--- src/rtl/sgi_pkg.sv ---
package sgi_pkg;
  typedef enum logic [3:0] {
    CMD_MRS  = 4'b0000,
    CMD_REF  = 4'b0001,
    CMD_PREA = 4'b0010,
    CMD_NOP  = 4'b0111
  } sgi_cmd_e;

  typedef enum logic [2:0] {
    ST_SETTLE,
    ST_PREA,
    ST_WAIT_RP,
    ST_REF,
    ST_WAIT_RC,
    ST_MODE,
    ST_WAIT_RSC,
    ST_READY
  } sgi_state_e;

  localparam int ADDR_W = 11;
endpackage

--- src/rtl/sgi_mode_check.sv ---
module sgi_mode_check
  import sgi_pkg::*;
(
  input  logic [2:0]        burst_len,
  input  logic              burst_type,
  input  logic [2:0]        cas_lat,
  input  logic [2:0]        op_mode,
  output logic [ADDR_W-1:0] word,
  output logic              legal
);
  logic bl_ok, cl_ok, op_ok;

  always_comb begin
    unique case (burst_len)
      3'b000, 3'b001, 3'b010, 3'b011: bl_ok = 1'b1;
      3'b111:                         bl_ok = ~burst_type;
      default:                        bl_ok = 1'b0;
    endcase
    cl_ok = (cas_lat == 3'b010) || (cas_lat == 3'b011);
    op_ok = (op_mode == 3'b000) || (op_mode == 3'b010);
  end

  assign legal = bl_ok & cl_ok & op_ok;
  assign word  = {1'b0, op_mode, cas_lat, burst_type, burst_len};
endmodule

--- src/rtl/sgi_gap_timer.sv ---
module sgi_gap_timer #(
  parameter int W = 8,
  parameter logic [W-1:0] RST_VAL = '0
) (
  input  logic         clk,
  input  logic         rst,
  input  logic         load,
  input  logic [W-1:0] load_val,
  output logic         done
);
  logic [W-1:0] cnt;

  always_ff @(posedge clk) begin
    if (rst)              cnt <= RST_VAL;
    else if (load)        cnt <= load_val;
    else if (cnt != '0)   cnt <= cnt - W'(1);
  end

  assign done = (cnt == '0);

  // an expired gap stays expired until reloaded
  a_r3_hold_at_zero: assert property (@(posedge clk) disable iff (rst)
    (!load && done) |=> done);
  // a running gap shrinks by exactly one per cycle
  a_r3_count_down: assert property (@(posedge clk) disable iff (rst)
    (!load && !done) |=> (cnt == $past(cnt) - W'(1)));
endmodule

--- src/rtl/sgi_pin_drive.sv ---
module sgi_pin_drive
  import sgi_pkg::*;
(
  input  sgi_cmd_e          cmd,
  input  logic [ADDR_W-1:0] mode_word,
  output logic              cs_n,
  output logic              ras_n,
  output logic              cas_n,
  output logic              we_n,
  output logic              cke,
  output logic [3:0]        dqm,
  output logic [ADDR_W-1:0] addr,
  output logic              ba
);
  always_comb begin
    {cs_n, ras_n, cas_n, we_n} = cmd;
    cke = 1'b1;
    dqm = 4'hF;
    ba  = 1'b0;
    unique case (cmd)
      CMD_PREA: addr = ADDR_W'(1) << 10;
      CMD_MRS:  addr = mode_word;
      default:  addr = '0;
    endcase
  end
endmodule

--- src/rtl/sgram_init_seq.sv ---
module sgram_init_seq
  import sgi_pkg::*;
#(
  parameter int CLK_PERIOD_NS = 20,
  parameter int SETTLE_NS     = 500000,
  parameter int T_RP          = 3,
  parameter int T_RC          = 7,
  parameter int T_RSC         = 2,
  parameter int REFRESH_COUNT = 8
) (
  input  logic        clk,
  input  logic        rst,
  input  logic [2:0]  cfg_burst_len,
  input  logic        cfg_burst_type,
  input  logic [2:0]  cfg_cas_lat,
  input  logic [2:0]  cfg_op_mode,
  output logic        cs_n,
  output logic        ras_n,
  output logic        cas_n,
  output logic        we_n,
  output logic        cke,
  output logic [3:0]  dqm,
  output logic [10:0] addr,
  output logic        ba,
  output logic        ready,
  output logic        cfg_error
);
  localparam int SETTLE_CYC = (SETTLE_NS + CLK_PERIOD_NS - 1) / CLK_PERIOD_NS;
  localparam int NREF       = (REFRESH_COUNT < 8) ? 8 : REFRESH_COUNT;
  localparam int GAP_A      = (T_RP > T_RC) ? T_RP : T_RC;
  localparam int GAP_B      = (GAP_A > T_RSC) ? GAP_A : T_RSC;
  localparam int MAXGAP     = (SETTLE_CYC > GAP_B) ? SETTLE_CYC : GAP_B;
  localparam int TW         = $clog2(MAXGAP + 1);
  localparam int RW         = $clog2(NREF + 1);

  sgi_state_e        state, state_nx;
  logic [RW-1:0]     ref_cnt;
  logic              t_load, t_done;
  logic [TW-1:0]     t_val;
  logic              cfg_legal;
  logic [ADDR_W-1:0] mode_word;
  sgi_cmd_e          cmd;

  sgi_mode_check u_check (
    .burst_len (cfg_burst_len),
    .burst_type(cfg_burst_type),
    .cas_lat   (cfg_cas_lat),
    .op_mode   (cfg_op_mode),
    .word      (mode_word),
    .legal     (cfg_legal)
  );

  sgi_gap_timer #(.W(TW), .RST_VAL(TW'(SETTLE_CYC - 1))) u_timer (
    .clk     (clk),
    .rst     (rst),
    .load    (t_load),
    .load_val(t_val),
    .done    (t_done)
  );

  always_comb begin
    state_nx = state;
    t_load   = 1'b0;
    t_val    = '0;
    unique case (state)
      ST_SETTLE:   if (t_done) state_nx = ST_PREA;
      ST_PREA: begin
        t_load   = 1'b1;
        t_val    = TW'(T_RP - 2);
        state_nx = ST_WAIT_RP;
      end
      ST_WAIT_RP:  if (t_done) state_nx = ST_REF;
      ST_REF: begin
        t_load   = 1'b1;
        t_val    = TW'(T_RC - 2);
        state_nx = ST_WAIT_RC;
      end
      ST_WAIT_RC:
        if (t_done) state_nx = (ref_cnt == RW'(NREF)) ? ST_MODE : ST_REF;
      ST_MODE:
        if (cfg_legal) begin
          t_load   = 1'b1;
          t_val    = TW'(T_RSC - 2);
          state_nx = ST_WAIT_RSC;
        end
      ST_WAIT_RSC: if (t_done) state_nx = ST_READY;
      default:     state_nx = ST_READY;
    endcase
  end

  always_ff @(posedge clk) begin
    if (rst) begin
      state   <= ST_SETTLE;
      ref_cnt <= '0;
    end else begin
      state <= state_nx;
      if (state == ST_REF) ref_cnt <= ref_cnt + RW'(1);
    end
  end

  always_comb begin
    unique case (state)
      ST_PREA: cmd = CMD_PREA;
      ST_REF:  cmd = CMD_REF;
      ST_MODE: cmd = cfg_legal ? CMD_MRS : CMD_NOP;
      default: cmd = CMD_NOP;
    endcase
  end

  sgi_pin_drive u_pins (
    .cmd      (cmd),
    .mode_word(mode_word),
    .cs_n     (cs_n),
    .ras_n    (ras_n),
    .cas_n    (cas_n),
    .we_n     (we_n),
    .cke      (cke),
    .dqm      (dqm),
    .addr     (addr),
    .ba       (ba)
  );

  assign ready     = (state == ST_READY);
  assign cfg_error = (state == ST_MODE) && !cfg_legal;

  a_r1_settle_quiet: assert property (@(posedge clk) disable iff (rst)
    (state == ST_SETTLE) |-> ({cs_n, ras_n, cas_n, we_n} == 4'b0111 && cke && dqm == 4'hF));
  a_r2_prea_a10: assert property (@(posedge clk) disable iff (rst)
    ({cs_n, ras_n, cas_n, we_n} == 4'b0010) |-> addr[10]);
  a_r4_ref_bound: assert property (@(posedge clk) disable iff (rst)
    ref_cnt <= RW'(NREF));
  a_r5_mrs_legal: assert property (@(posedge clk) disable iff (rst)
    ({cs_n, ras_n, cas_n, we_n} == 4'b0000) |-> (cfg_legal && !ba && !addr[10]));
  a_r9_stall_quiet: assert property (@(posedge clk) disable iff (rst)
    cfg_error |-> ({cs_n, ras_n, cas_n, we_n} == 4'b0111 && !ready));
  a_r10_ready_sticky: assert property (@(posedge clk) disable iff (rst)
    ready |=> ready);
  a_r11_reset_clears: assert property (@(posedge clk)
    rst |=> (!ready && !cfg_error && {cs_n, ras_n, cas_n, we_n} == 4'b0111));
endmodule

--- config.mk ---
export PLATFORM = sky130hd
export DESIGN_NAME = sgram_init_seq
export DESIGN_NICKNAME = d
export VERILOG_FILES = /design/src/rtl/sgi_pkg.sv /design/src/rtl/sgi_mode_check.sv /design/src/rtl/sgi_gap_timer.sv /design/src/rtl/sgi_pin_drive.sv /design/src/rtl/sgram_init_seq.sv
export SDC_FILE = /design/constraint.sdc
export NUM_CORES = 1
export LEC_CHECK = 0
export ABC_AREA = 1
export BUFFER_PORTS_ARGS = -buffer_cell sky130_fd_sc_hd__buf_4
export CAP_MARGIN = 20
export CORE_MARGIN = 10
export CORE_UTILIZATION = 25
export DETAILED_ROUTE_END_ITERATION = 8
export GPL_ROUTABILITY_DRIVEN = 0
export PLACE_DENSITY = 0.52
export SLEW_MARGIN = 0
export SYNTH_ARGS = -nofsm -noshare
export SYNTH_HDL_FRONTEND = slang
export SYNTH_SLANG_ARGS = --single-unit
export TNS_END_PERCENT = 20
--- constraint.sdc ---
create_clock -name clk -period 4.5 [get_ports clk]
set_clock_uncertainty 0.2 [all_clocks]
set_input_delay 0.45 -clock clk [delete_from_list [all_inputs] [get_ports clk]]
set_output_delay 0.45 -clock clk [all_outputs]
set_load 0.005 [all_outputs]
# [Word-level counts from Yosys, hierarchy flattened]
# Cells that the tools add are included.
[totals] regBits=22 inputBits=12 elab_cells=59
[op_classes] eq_ne=21 addsub=2 n_mux=16 bitwise_logic=3 reduce_logical=14
[op_table] operator="2-to-1 mux 15 bit" n=2
[op_table] operator="== test 3 x 2 -> 1 bit (second input constant)" n=8
[op_table] operator="one-hot mux 11 bit (2 select lines)" n=1
[op_table] operator="2-to-1 mux 3 bit" n=7
[op_table] operator="one-hot mux 3 bit (7 select lines)" n=1
[op_table] operator="== test 3 bit (second input constant)" n=5
[op_table] operator="zero test 15 bit" n=1
[op_table] operator="nonzero test 15 bit" n=1
[op_table] operator="subtractor 15 x 1 -> 15 bit (second input constant)" n=1
[op_table] operator="!= test 2 bit (second input constant)" n=5
[op_table] operator="zero test 3 bit" n=3
[op_table] operator="one-hot mux 3 bit (3 select lines)" n=1
[op_table] operator="== test 3 x 1 -> 1 bit (second input constant)" n=2
[op_table] operator="one-hot mux 3 bit (2 select lines)" n=1
[op_table] operator="AND reduction 5 bit" n=1
[op_table] operator="adder 4 x 1 -> 4 bit (second input constant)" n=1
[op_table] operator="== test 4 bit (second input constant)" n=1
[op_table] operator="zero test 4 bit" n=1
[op_table] operator="one-hot mux 1 bit (2 select lines)" n=2
[op_table] operator="OR reduction 4 bit" n=1
[op_table] operator="AND 1 bit" n=2
[op_table] operator="logical OR 1 bit" n=2
[op_table] operator="nonzero test 2 bit" n=1
[op_table] operator="OR reduction 2 bit" n=1
[op_table] operator="other kinds (4)" n=4

# [Depth between registers and ports, before layout]
# Gate-level depths: netlist (run 1).
[logic_depth] word_depth=9 mapped_depth=10 ltp_nobuf=10

# [Cells and area by module]
# From an unflattened synthesis (run 1), not the netlist that was laid out.
[unflattened] hier_cells=259 hier_area_um2=1644.1
[by_module_without_submodules] module="sgi_gap_timer" instances=1 area_per_inst_um2=903.4 cells_each=134
[by_module_without_submodules] module="sgram_init_seq" instances=1 area_per_inst_um2=412.9 cells_each=63
[by_module_without_submodules] module="sgi_pin_drive" instances=1 area_per_inst_um2=198.9 cells_each=39
[by_module_without_submodules] module="sgi_mode_check" instances=1 area_per_inst_um2=128.9 cells_each=23

# [Worst setup path after synthesis (run 1)]
# Ideal clock, no wire load.
[synth_timing] path_kind="input -> output" start="in cfg_cas_lat[2]" end="out cas_n" t_required_ns=3.850 setup_slack_ns=2.688 arrival_ns=1.162 stages=7 cell_sequence="inv_1 -> nand2_1 -> nor2_1 -> nand2_1 -> nand2_4 -> nand2_8 -> or2_2"
[synth_between] elab_chain_len=6 elab_cells_between_ends=7 classes_between="eq/ne (2); mux (2); bitwise (2); reduce/logical (1)"
[synth_lines] item="start, declared" line="sgram_init_seq.sv:15" text="input logic [2:0] cfg_cas_lat,"
[synth_lines] item="== test 3 x 2 -> 1 bit" line="sgi_mode_check.sv:19" text="cl_ok = (cas_lat == 3'b010) || (cas_lat == 3'b011);"
[synth_lines] item="logical OR 1 bit (*)" line="sgi_mode_check.sv:19"
[synth_lines] item="AND 1 bit (*) (2 in series)" line="sgi_mode_check.sv:23" text="assign legal = bl_ok & cl_ok & op_ok;"
[synth_lines] item="2-to-1 mux 3 bit (*)" line="sgram_init_seq.sv:105" text="ST_MODE: cmd = cfg_legal ? CMD_MRS : CMD_NOP;"
[synth_lines] item="one-hot mux 3 bit (3 select lines) (*)" line="sgram_init_seq.sv:102" text="unique case (state)"
[synth_lines] item="end, declared" line="sgram_init_seq.sv:19" text="output logic cas_n,"
# Every way passes the cells marked *; elsewhere a longest branch is shown, timed or not.

# [Worst setup path after layout (run 1)]
[layout_timing] start="reg state[0]" end="out cas_n"
[layout_between] elab_chain_len=2 elab_cells_between_ends=4 classes_between="eq/ne (3); mux (1)"
[layout_lines] item="start, declared" line="sgram_init_seq.sv:36" text="sgi_state_e state, state_nx;"
[layout_lines] item="start signal, assigned" line="sgram_init_seq.sv:96" text="state <= state_nx;"
[layout_lines] item="== test 3 bit, or another cell as far along" line="sgram_init_seq.sv:102"
[layout_lines] item="one-hot mux 3 bit (3 select lines) (*)" line="sgram_init_seq.sv:102"
# Marks and branches as above.

==> flow_summary_export.csv, run 1 <==
group,metric,value,unit
yosys,avgSynthCellArea,6.514,um2
outcome,status,"completed",
yosys,synth_top_family_by_area,"simple AND/OR/NAND/NOR gates",
worst_setup_path,arrival,1590,ps
drt,drtIter0Drc,74,
worst_setup_path,r2r-end,"state[1]$_SDFFE_PP0P_",
pwr,ir_drop,0.0001463,V
global_routing,groute.usage.overall,7.280,%
placed_design,dpl.hpwl,2558,um
final_layout,fin_nets,258,
cts,cts_root_buf,"clkbuf_8",
pwr,internal_power,0.0003283,W
global_routing,grt_pass1_vias,1157,
global_routing,grt_max_degree,18,
pwr,p_leak,0.8266,nW
final_layout,diodes,0,
worst_setup_path,reg2reg_depth,9,
yosys,synth-compound-area-share,4.758,%
pwr,p_seq_share,47.6,%
pwr,p_per_area,246.1,nW/um2
worst_setup_path,crit_required,3850,ps
worst_setup_path,cp_max_fo,17,
cts,numCtsBuffers,3,
cts,clock-sinks,22,
sta,setup_viol,0,
worst_setup_path,ff2ff_setup_slack,2630,ps
sta,period_minus_slack,2245,ps
global_routing,grt_pass1_wl,5299,um
pwr,power_switching_share,21.59,%
floorplanning,die_w,95.37,um
yosys,synthArstFlopShare,0,%
yosys,synth_simple_gate_area_share,42.91,%
pwr,comb_power_share,6.4,%
drt,route.vias.total,1308,
floorplanning,dieHeight,95.37,um
worst_setup_path,cp-startpoint,"state[0]$_SDFFE_PP0P_",
yosys,ys.flop_type,"dfxtp_1",
yosys,yosysSeqAreaShare,31.01,%
floorplanning,dieArea,9095,um2
min_path,hp-class,"in -> reg",
worst_setup_path,endpoint,"cas_n",
sta,period_share,49.88,%
global_routing,antenna_found_initial,0,
drt,antenna_left,0,
floorplanning,start_util,25.79,%
worst_setup_path,critical_path_class,"reg -> out",
cts,tritoncts,"yes",
floorplanning,rows,27,
yosys,synth_top_area_cell,"dfxtp_1",
cts,hold_buffers,0,
drt,avgRoutedWirePerCell,10.46,um
drt,firstDrtPassIters,4,
floorplanning,ioPinCount,35,
yosys,synth_area_leaders,"dfxtp_1 31%, nand2_1 12%, nor2_1 10%",
drt,vias_per_cell,4.166,
worst_setup_path,cp-end-kind,"output port",
sta,slew_viol_final,0,
pwr,finalPower,0.0004187,W
yosys,yosysUniqueCellTypes,28,
cts,clockBufferDepth,2,
yosys,synthCells,218,
cts,post-cts-setup-buffers,0,
cts,clock_latency,280,ps
flow_run,cap_violations,0,
sta,setup-tns-final,0,ps
final_layout,drive_above_1_share,17.77,%
yosys,synth_area,1420,um2
cts,h-tree-depth,1,
yosys,synth_xor_area_share,3.084,%
yosys,ys_warn_count,0,
drt,drt-total-wl,3285,um
sta,rsz0062_at_grt,"no",
yosys,synth.mux.area_fraction,0,%
pwr,power.switching,0.00009039,W
yosys,ys_ff_latch,22,
worst_setup_path,r2r_start,"u_timer.cnt[0]$_SDFFE_PP1P_",
yosys,synth_fa_ha_area_share,2.643,%
floorplanning,core_area,5507,um2
sta,finalHoldViolCount,0,
pwr,p_clk_share,46.0,%
cts,clk_pin_slew,90,ps
cts,ctsResizeCount,0,
yosys,synth_edf_count,0,
drt,drc_errors,0,
global_routing,grt_overflow,0,
sta,max_clock_freq,445.5,MHz
final_layout,areaGrowthSynthToFinish,19.82,%
placed_design,port_buffers,24,
worst_setup_path,start_kind,"flip-flop",
yosys,synth.top_cell.area_share,31.01,%
[cell usage in the layout (no fill, tap or decap), types with 4 or more instances in the layout]
master,n
inv_1,31
dfxtp_1,22
o21ai_0,4
xor2_1,5
nand3_1,17
nand4_1,8
nand2_1,45
buf_4,24
conb_1,10
nor2_1,39
a21oi_1,7
[cell type report]
type	instances	area, um2
tap	72	90.09
inverter	33	123.9
sequential	22	440.4
clock buffer	3	41.29
fill	612	3805
multi-input combinational	159	795.8
clock inverter	1	30.03
timing repair buffer	24	180.2
[through the flow]
stage	hold WS (ps)	util, %	cells	setup WS [ps]	instance area (um2)
after floorplan	247.8	-	226	2688	1450
final	178.8	30.90	314	2255	1702
after detailed placement	278.7	29.61	310	2352	1630
after CTS	174.2	30.90	314	2246	1702
after global routing	178.8	30.90	314	2144	1702
after global placement	268.3	29.61	310	2365	1630
[synth_stat cells, types with 4 or more instances]
cell	n
inv_1	31
o21ai_0	4
xor2_1	5
buf_4	10
nand2_1	45
nand4_1	8
nand3_1	17
dfxtp_1	22
nor2_1	39
a21oi_1	7
[worst min path at each step]
stage	cells after the start	from	end	slack (ps)
detailed placement	2	ref_cnt[2]$_SDFFE_PP0P_	ref_cnt[2]$_SDFFE_PP0P_	280
finish	2	rst	u_timer.cnt[12]$_SDFFE_PP0P_	180
global placement	2	ref_cnt[2]$_SDFFE_PP0P_	ref_cnt[2]$_SDFFE_PP0P_	270
global route	2	rst	u_timer.cnt[11]$_SDFFE_PP0P_	180
floorplan	2	ref_cnt[2]$_SDFFE_PP0P_	ref_cnt[2]$_SDFFE_PP0P_	250
CTS	2	rst	u_timer.cnt[12]$_SDFFE_PP0P_	170
[power by group through the flow]
stage / Sequential, W / Combinational (W) / Clock (W)
finish: 0.000200 / 0.0000268 / 0.000192
floorplan: 0.000204 / 0.0000220 / 0
global placement: 0.000204 / 0.0000263 / 0
detailed placement: 0.000204 / 0.0000265 / 0
CTS: 0.000200 / 0.0000267 / 0.000198
global route: 0.000200 / 0.0000309 / 0.000205
[worst max-delay path, stage by stage, from the launching register on]
cell	delay [ps]
dfxtp_1	470
nand2_2	140
nand2_1	170
nand2_8	120
or2_2	280
buf_4	140
[registers in the layout (all words and copies together) (netlist names)]
signal,flops
ref_cnt,4
state,3
u_timer.cnt,15
[per-layer routing]
metal	wire length, um	track usage, %	part of all wire, %	vias to the layer above
li1	-	-	-	707
met1	1497	8.782	46	578
met2	1576	12.22	48	18
met3	138	0.9427	4.2	5
met4	73	4.054	2.2	0
met5	0	0	0	-
[cells by family after synthesis]
group / after synthesis
XOR/XNOR: 5
flip-flops: 22
other: 2
AO/OA/AOI/OAI: 13
buffers and inverters: 45
AND/OR/NAND/NOR: 128
adder cells (fa/ha/maj): 3
Note: power is estimated with default switching activity, not from simulation.
==> run 2, diff against run 1 <==
--- a/config.mk
+++ b/config.mk
@@ -12,7 +12,7 @@
 export CORE_UTILIZATION = 25
 export DETAILED_ROUTE_END_ITERATION = 8
 export GPL_ROUTABILITY_DRIVEN = 0
-export PLACE_DENSITY = 0.52
+export PLACE_DENSITY = 0.53
 export SLEW_MARGIN = 0
 export SYNTH_ARGS = -nofsm -noshare
 export SYNTH_HDL_FRONTEND = slang
==> constraint.sdc (replaced) <==
create_clock -name clk -period 2 [get_ports clk]
set_clock_uncertainty 0.2 [all_clocks]
set_input_delay 0.2 -clock clk [delete_from_list [all_inputs] [get_ports clk]]
set_output_delay 0.2 -clock clk [all_outputs]
set_load 0.005 [all_outputs]
==> flow_summary_export.csv, run 2 (same netlist as run 1, synthesis figures left out) <==
group,metric,value,unit
outcome,status,"completed",
worst_setup_path,cp_cell_sequence,"inv_1, nand2_2, nor2_4, nand2_4, nand2_8, or2_2, buf_4",
sta,slew_viol_final,0,
floorplanning,dieArea,9095,um2
pwr,power_switching_share,23.22,%
pwr,p_clk_share,35.1,%
worst_setup_path,endpoint,"cas_n",
final_layout,largestRegisters,"u_timer.cnt: 15 flops, ref_cnt: 4 flops, state: 3 flops",
cts,clock-sinks,22,
drt,vias_per_cell,4.114,
cts,cts_root_buf,"clkbuf_8",
global_routing,grt_pass1_vias,1247,
drt,drc_errors,0,
sta,setup-tns-final,0,ps
drt,firstDrtPassIters,4,
global_routing,antenna_found_initial,0,
worst_setup_path,reg2reg_depth,9,
pwr,ir_drop,0.0002395,V
worst_setup_path,cp-startpoint,"state[1]$_SDFFE_PP0P_",
drt,avgRoutedWirePerCell,10.44,um
worst_setup_path,cp_max_fo,17,
final_layout,drive_above_1_share,18.52,%
placed_design,port_buffers,24,
cts,numCtsBuffers,3,
worst_setup_path,path_buf_inv,2,
global_routing,grt_pass1_wl,5637,um
worst_setup_path,crit_required,1600,ps
global_routing,gr-usage-met1,8.424,%
pwr,p_leak,0.8232,nW
sta,rsz0062_at_grt,"no",
floorplanning,dieHeight,95.37,um
worst_setup_path,arrival,1500,ps
placed_design,post-place-cells,311,
drt,drt-total-wl,3288,um
final_layout,largest_reg_flops,15,
pwr,p_seq_share,56.9,%
sta,tightest_slew,499.4,ps
placed_design,dpl.hpwl,2644,um
floorplanning,ioPinCount,35,
global_routing,grt_max_degree,18,
final_layout,areaGrowthSynthToFinish,19.12,%
worst_setup_path,ff2ff_setup_slack,180,ps
pwr,comb_power_share,8.1,%
sta,relSlewSlack,66.67,%
worst_setup_path,r2r-end,"u_timer.cnt[0]$_SDFFE_PP1P_",
global_routing,grt_overflow,0,
pwr,finalPower,0.0007901,W
final_layout,diodes,0,
global_routing,met2_usage,13.75,%
worst_setup_path,crit_family,"simple AND/OR/NAND/NOR gates",
pwr,p_per_area,467.1,nW/um2
worst_setup_path,cp-end-kind,"output port",
floorplanning,core_area,5507,um2
floorplanning,rows,27,
drt,antenna_left,0,
worst_setup_path,critical_path_class,"reg -> out",
sta,max_clock_freq,527.1,MHz
final_layout,fin_nets,260,
floorplanning,die_w,95.37,um
worst_setup_path,start_kind,"flip-flop",
final_layout,regMostFlops,"u_timer.cnt",
drt,route.vias.total,1296,
cts,tritoncts,"yes",
cts,clock_latency,260,ps
sta,period_minus_slack,1897,ps
cts,clk_pin_slew,70,ps
final_layout,final_common_cell,"nand2_1",
worst_setup_path,cp.depth,7,
drt,drtIter0Drc,94,
placed_design,pre_cts_ws,181.8,ps
worst_setup_path,r2r_start,"u_timer.cnt[0]$_SDFFE_PP1P_",
min_path,hp-class,"reg -> reg",
cts,clockBufferDepth,2,
cts,h-tree-depth,1,
final_layout,finish.utilization,30.72,%
final_layout,most-common-layout-cells,"45 x nand2_1, 39 x nor2_1, 31 x inv_1, 25 x buf_4, 20 x dfxtp_1",
pwr,power.switching,0.0001835,W
flow_run,cap_violations,0,
global_routing,groute.usage.overall,7.570,%
sta,setup_viol,0,
worst_setup_path,max_stage_delay,360,ps
sta,period_share,94.86,%
sta,setup_slack,102.9,ps
pwr,internal_power,0.0006067,W
global_routing,grt-busiest-layer,"met2",
final_layout,fin_cells,315,
floorplanning,start_util,25.79,%
global_routing,use_met3,1.964,%
worst_setup_path,worst_path_max_delay_cell,"dfxtp_2",
sta,finalHoldViolCount,0,
run 2: worst min-delay path by stage:
stage,slack [ps],from,end,cells after the start
finish,280,ref_cnt[2]$_SDFFE_PP0P_,ref_cnt[2]$_SDFFE_PP0P_,2
global route,320,ref_cnt[2]$_SDFFE_PP0P_,ref_cnt[2]$_SDFFE_PP0P_,2
global placement,240,rst,u_timer.cnt[3]$_SDFFE_PP0P_,2
floorplan,70,rst,ref_cnt[3]$_SDFFE_PP0P_,1
CTS,290,ref_cnt[2]$_SDFFE_PP0P_,ref_cnt[2]$_SDFFE_PP0P_,2
detailed placement,240,rst,u_timer.cnt[3]$_SDFFE_PP0P_,2
run 2: worst reg2reg max path, stage by stage (launching register included):
cell and delay [ps]:
dfxtp_1 330, inv_1 140, ha_1 220, nand3_2 150, nor2_4 190, nand2_2 160, inv_2 100, nand2_1 70
nand2_1 70, nand3_1 60
run 2: routing by layer:
| layer | routed length (um) | vias to the layer above | part of all wire [%] |
|---|---|---|---|
| met2 | 1723 | 19 | 52 |
| met1 | 1371 | 564 | 42 |
| li1 | - | 707 | - |
| met3 | 158 | 6 | 4.8 |
| met4 | 34 | 0 | 1.0 |
| met5 | 0 | - | 0 |
run 2: metrics by stage:
step	area (um2)	hold slack, ps
floorplan	1450	72.38
global placement	1638	240.3
detailed placement	1638	238.7
CTS	1690	290.6
global route	1692	316.8
finish	1692	284.7
run 2: layout make-up:
| cell class | instances | area (um2) |
|---|---|---|
| Fill cell | 599 | 3815 |
| Clock buffer | 3 | 41.29 |
| Tap cell | 72 | 90.09 |
| Multi-Input combinational cell | 159 | 795.8 |
| Timing Repair Buffer | 26 | 197.7 |
| Sequential cell | 22 | 442.9 |
| Inverter | 33 | 123.9 |
run 2: repair_timing:
| item | in CTS | in global routing |
|---|---|---|
| hold endpoints to repair | 5 | 0 |
| gates resized for setup | 1 | 1 |
| hold buffers | 1 | 0 |
| buffers inserted | 0 | 0 |
| setup endpoints to repair | 1 | 1 |
run 2: power by group through the flow:
stage	Combinational [W]	Sequential (W)	Clock (W)
2_1_floorplan	0.0000494	0.000458	0
3_3_place_gp	0.0000608	0.000460	0
3_5_place_dp	0.0000623	0.000460	0
4_1_cts	0.0000639	0.000449	0.000290
5_1_grt	0.0000739	0.000451	0.000312
6_report	0.0000638	0.000449	0.000277
==> run 3, diff against run 2 <==
--- a/config.mk
+++ b/config.mk
@@ -5,7 +5,7 @@
 export SDC_FILE = /design/constraint.sdc
 export NUM_CORES = 1
 export LEC_CHECK = 0
-export ABC_AREA = 1
+export ABC_AREA = 0
 export BUFFER_PORTS_ARGS = -buffer_cell sky130_fd_sc_hd__buf_4
 export CAP_MARGIN = 20
 export CORE_MARGIN = 10
==> flow_summary_export.csv, run 3 <==
group,metric,value,unit
worst_setup_path,cp-end-kind,"flip-flop",
cts,clockBufferDepth,2,
yosys,yosysMostFrequentCell,"dfxtp_1",
final_layout,final_common_cell,"buf_4",
sta,period_minus_slack,1960,ps
yosys,synth_top_area_cell,"dfxtp_1",
worst_setup_path,crit_family,"simple AND/OR/NAND/NOR gates",
worst_setup_path,r2r-end,"u_timer.cnt[6]$_SDFFE_PP0P_",
drt,avgRoutedWirePerCell,12.17,um
final_layout,fin_cells,271,
floorplanning,dieArea,8733,um2
global_routing,grt_pass1_vias,1161,
pwr,power.switching,0.0001926,W
global_routing,grt_pass1_wl,5602,um
pwr,p_seq_share,52.6,%
yosys,synthCells,162,
placed_design,dpl.hpwl,2507,um
cts,h-tree-depth,1,
drt,antenna_left,0,
pwr,finalPower,0.0008503,W
cts,clock-sinks,22,
worst_setup_path,ff2ff_setup_slack,40,ps
cts,clk_pin_slew,80,ps
worst_setup_path,cp.depth,5,
flow_run,cap_violations,0,
yosys,ys.flop_type,"dfxtp_1",
worst_setup_path,r2r_start,"u_timer.cnt[0]$_SDFFE_PP1P_",
floorplanning,die_w,93.45,um
worst_setup_path,worst_path_max_delay_cell,"or4_1",
final_layout,largest_reg_flops,15,
final_layout,final_area,1780,um2
yosys,yosysUniqueCellTypes,42,
worst_setup_path,reg2reg_depth,5,
drt,drtIter0Drc,57,
yosys,synthArstFlopShare,0,%
floorplanning,start_util,26.08,%
global_routing,groute.usage.overall,7.586,%
yosys,synth_area_leaders,"dfxtp_1 33%, buf_4 5.6%, nor2_1 4.2%",
worst_setup_path,start_kind,"flip-flop",
global_routing,grt_overflow,0,
worst_setup_path,path_buf_inv,1,
worst_setup_path,cp-startpoint,"u_timer.cnt[0]$_SDFFE_PP1P_",
sta,finalHoldViolCount,0,
pwr,p_per_area,477.6,nW/um2
floorplanning,ioPinCount,35,
sta,slew_viol_final,0,
pwr,p_clk_share,39.0,%
pwr,internal_power,0.0006577,W
cts,clock_latency,270,ps
cts,hold_buffers,0,
placed_design,post-place-cells,267,
pwr,power_switching_share,22.65,%
worst_setup_path,endpoint,"u_timer.cnt[6]$_SDFFE_PP0P_",
final_layout,drive_above_1_share,31.84,%
pwr,p_leak,0.7032,nW
cts,cts_root_buf,"clkbuf_8",
yosys,synth_top_cells_by_count,"22 x dfxtp_1, 15 x nor2_1, 10 x buf_4, 10 x inv_1",
placed_design,port_buffers,24,
worst_setup_path,cp_cell_sequence,"inv_1, ha_2, or3b_4, or4_1, a211oi_2",
sta,rsz0062_at_grt,"yes",
worst_setup_path,critical_path_class,"reg -> reg",
worst_setup_path,cp_max_fo,6,
drt,firstDrtPassIters,4,
yosys,synth_area,1349,um2
sta,setup-tns-final,0,ps
final_layout,largestRegisters,"u_timer.cnt: 15 flops, ref_cnt: 4 flops, state: 3 flops",
floorplanning,core_area,5172,um2
worst_setup_path,arrival,1950,ps
cts,post-cts-setup-buffers,0,
drt,drt-total-wl,3299,um
sta,whs,76.43,ps
yosys,synth_edf_count,0,
global_routing,antenna_found_initial,0,
min_path,hp-class,"in -> reg",
final_layout,areaGrowthSynthToFinish,32.00,%
outcome,status,"completed",
yosys,synth.top_cell.area_share,32.65,%
floorplanning,rows,26,
placed_design,place_area,1689,um2
cts,tritoncts,"yes",
final_layout,diodes,0,
drt,drc_errors,0,
yosys,ys_ff_latch,22,
sta,period_share,97.98,%
drt,vias_per_cell,4.483,
worst_setup_path,max_stage_delay,500,ps
sta,max_clock_freq,510.3,MHz
final_layout,most-common-layout-cells,"42 x buf_4, 19 x dfxtp_1, 15 x nor2_1, 10 x inv_1, 10 x conb_1",
pwr,ir_drop,0.0002685,V
worst_setup_path,crit_required,1990,ps
yosys,avgSynthCellArea,8.326,um2
drt,route.vias.total,1215,
final_layout,fin_nets,217,
global_routing,grt_max_degree,25,
sta,setup_viol,0,
yosys,ys_warn_count,0,
final_layout,regMostFlops,"u_timer.cnt",
cts,numCtsBuffers,3,
pwr,comb_power_share,8.4,%
floorplanning,dieHeight,93.45,um
yosys,yosysSeqAreaShare,32.65,%
[run 3: changes by cell type in the layout (fill, tap and decap cells not counted), moves of 5 or more]
cell / delta
nand2_1: -40
and2_1: +6
buf_4: +17
mux2i_1: +5
xnor2_1: +5
inv_1: -21
nor2_1: -24
nand3_1: -17
[run 3: cell type report]
| cell class | instances | area (um2) |
|---|---|---|
| clock buffers | 4 | 55.05 |
| fillers | 554 | 3392 |
| inverters | 10 | 37.54 |
| multi-input cells | 123 | 840.8 |
| flip-flops and latches | 22 | 444.2 |
| well taps | 70 | 87.58 |
| repair buffers | 42 | 315.3 |
[run 3: worst min-delay path by stage]
stage / startpoint / end / slack (ps) / cells past startpoint
2_1_floorplan: rst / state[1]$_SDFFE_PP0P_ / 100 / 1
4_1_cts: rst / ref_cnt[3]$_SDFFE_PP0P_ / 80 / 2
3_5_place_dp: u_timer.cnt[14]$_SDFFE_PP1P_ / u_timer.cnt[14]$_SDFFE_PP1P_ / 310 / 2
3_3_place_gp: ref_cnt[3]$_SDFFE_PP0P_ / ref_cnt[3]$_SDFFE_PP0P_ / 300 / 2
6_report: rst / ref_cnt[2]$_SDFFE_PP0P_ / 80 / 2
5_1_grt: rst / ref_cnt[3]$_SDFFE_PP0P_ / 90 / 2
[run 3: per-layer routing]
layer	GRT usage, %	up-vias	wire, um
met3	1.759	4	170
met1	9.544	550	1503
met2	12.30	20	1590
met5	0	-	0
li1	-	641	-
met4	2.699	0	36
[run 3: metrics by stage]
step / util (%) / setup WS, ps
after global placement: 32.66 / 48.19
after CTS: 33.82 / -0.06217
after floorplan: - / 11.69
after detailed placement: 32.66 / 2.774
final: 34.42 / 40.31
after global routing: 34.42 / -36.60
[run 3: cells by family after synthesis]
logic type / share of synthesized area (%)
compound gates: 17.35
xor+xnor: 4.546
fa+ha+maj: 2.783
buf+inv: 9.832
flops: 32.65
mux: 3.711
other cells: 0.5568
simple gates: 28.57
[run 3: timing repair]
| action | in CTS | in global routing |
|---|---|---|
| setup endpoints to repair | 2 | 10 |
| resized for setup | 1 | 10 |
| pin swaps | 0 | 3 |
[run 3: power groups by stage]
stage | logic [W] | registers [W] | clock network (W)
6_report | 0.0000711 | 0.000447 | 0.000332
2_1_floorplan | 0.0000453 | 0.000458 | 0
4_1_cts | 0.0000683 | 0.000446 | 0.000344
3_3_place_gp | 0.0000677 | 0.000457 | 0
5_1_grt | 0.0000806 | 0.000448 | 0.000361
3_5_place_dp | 0.0000680 | 0.000457 | 0
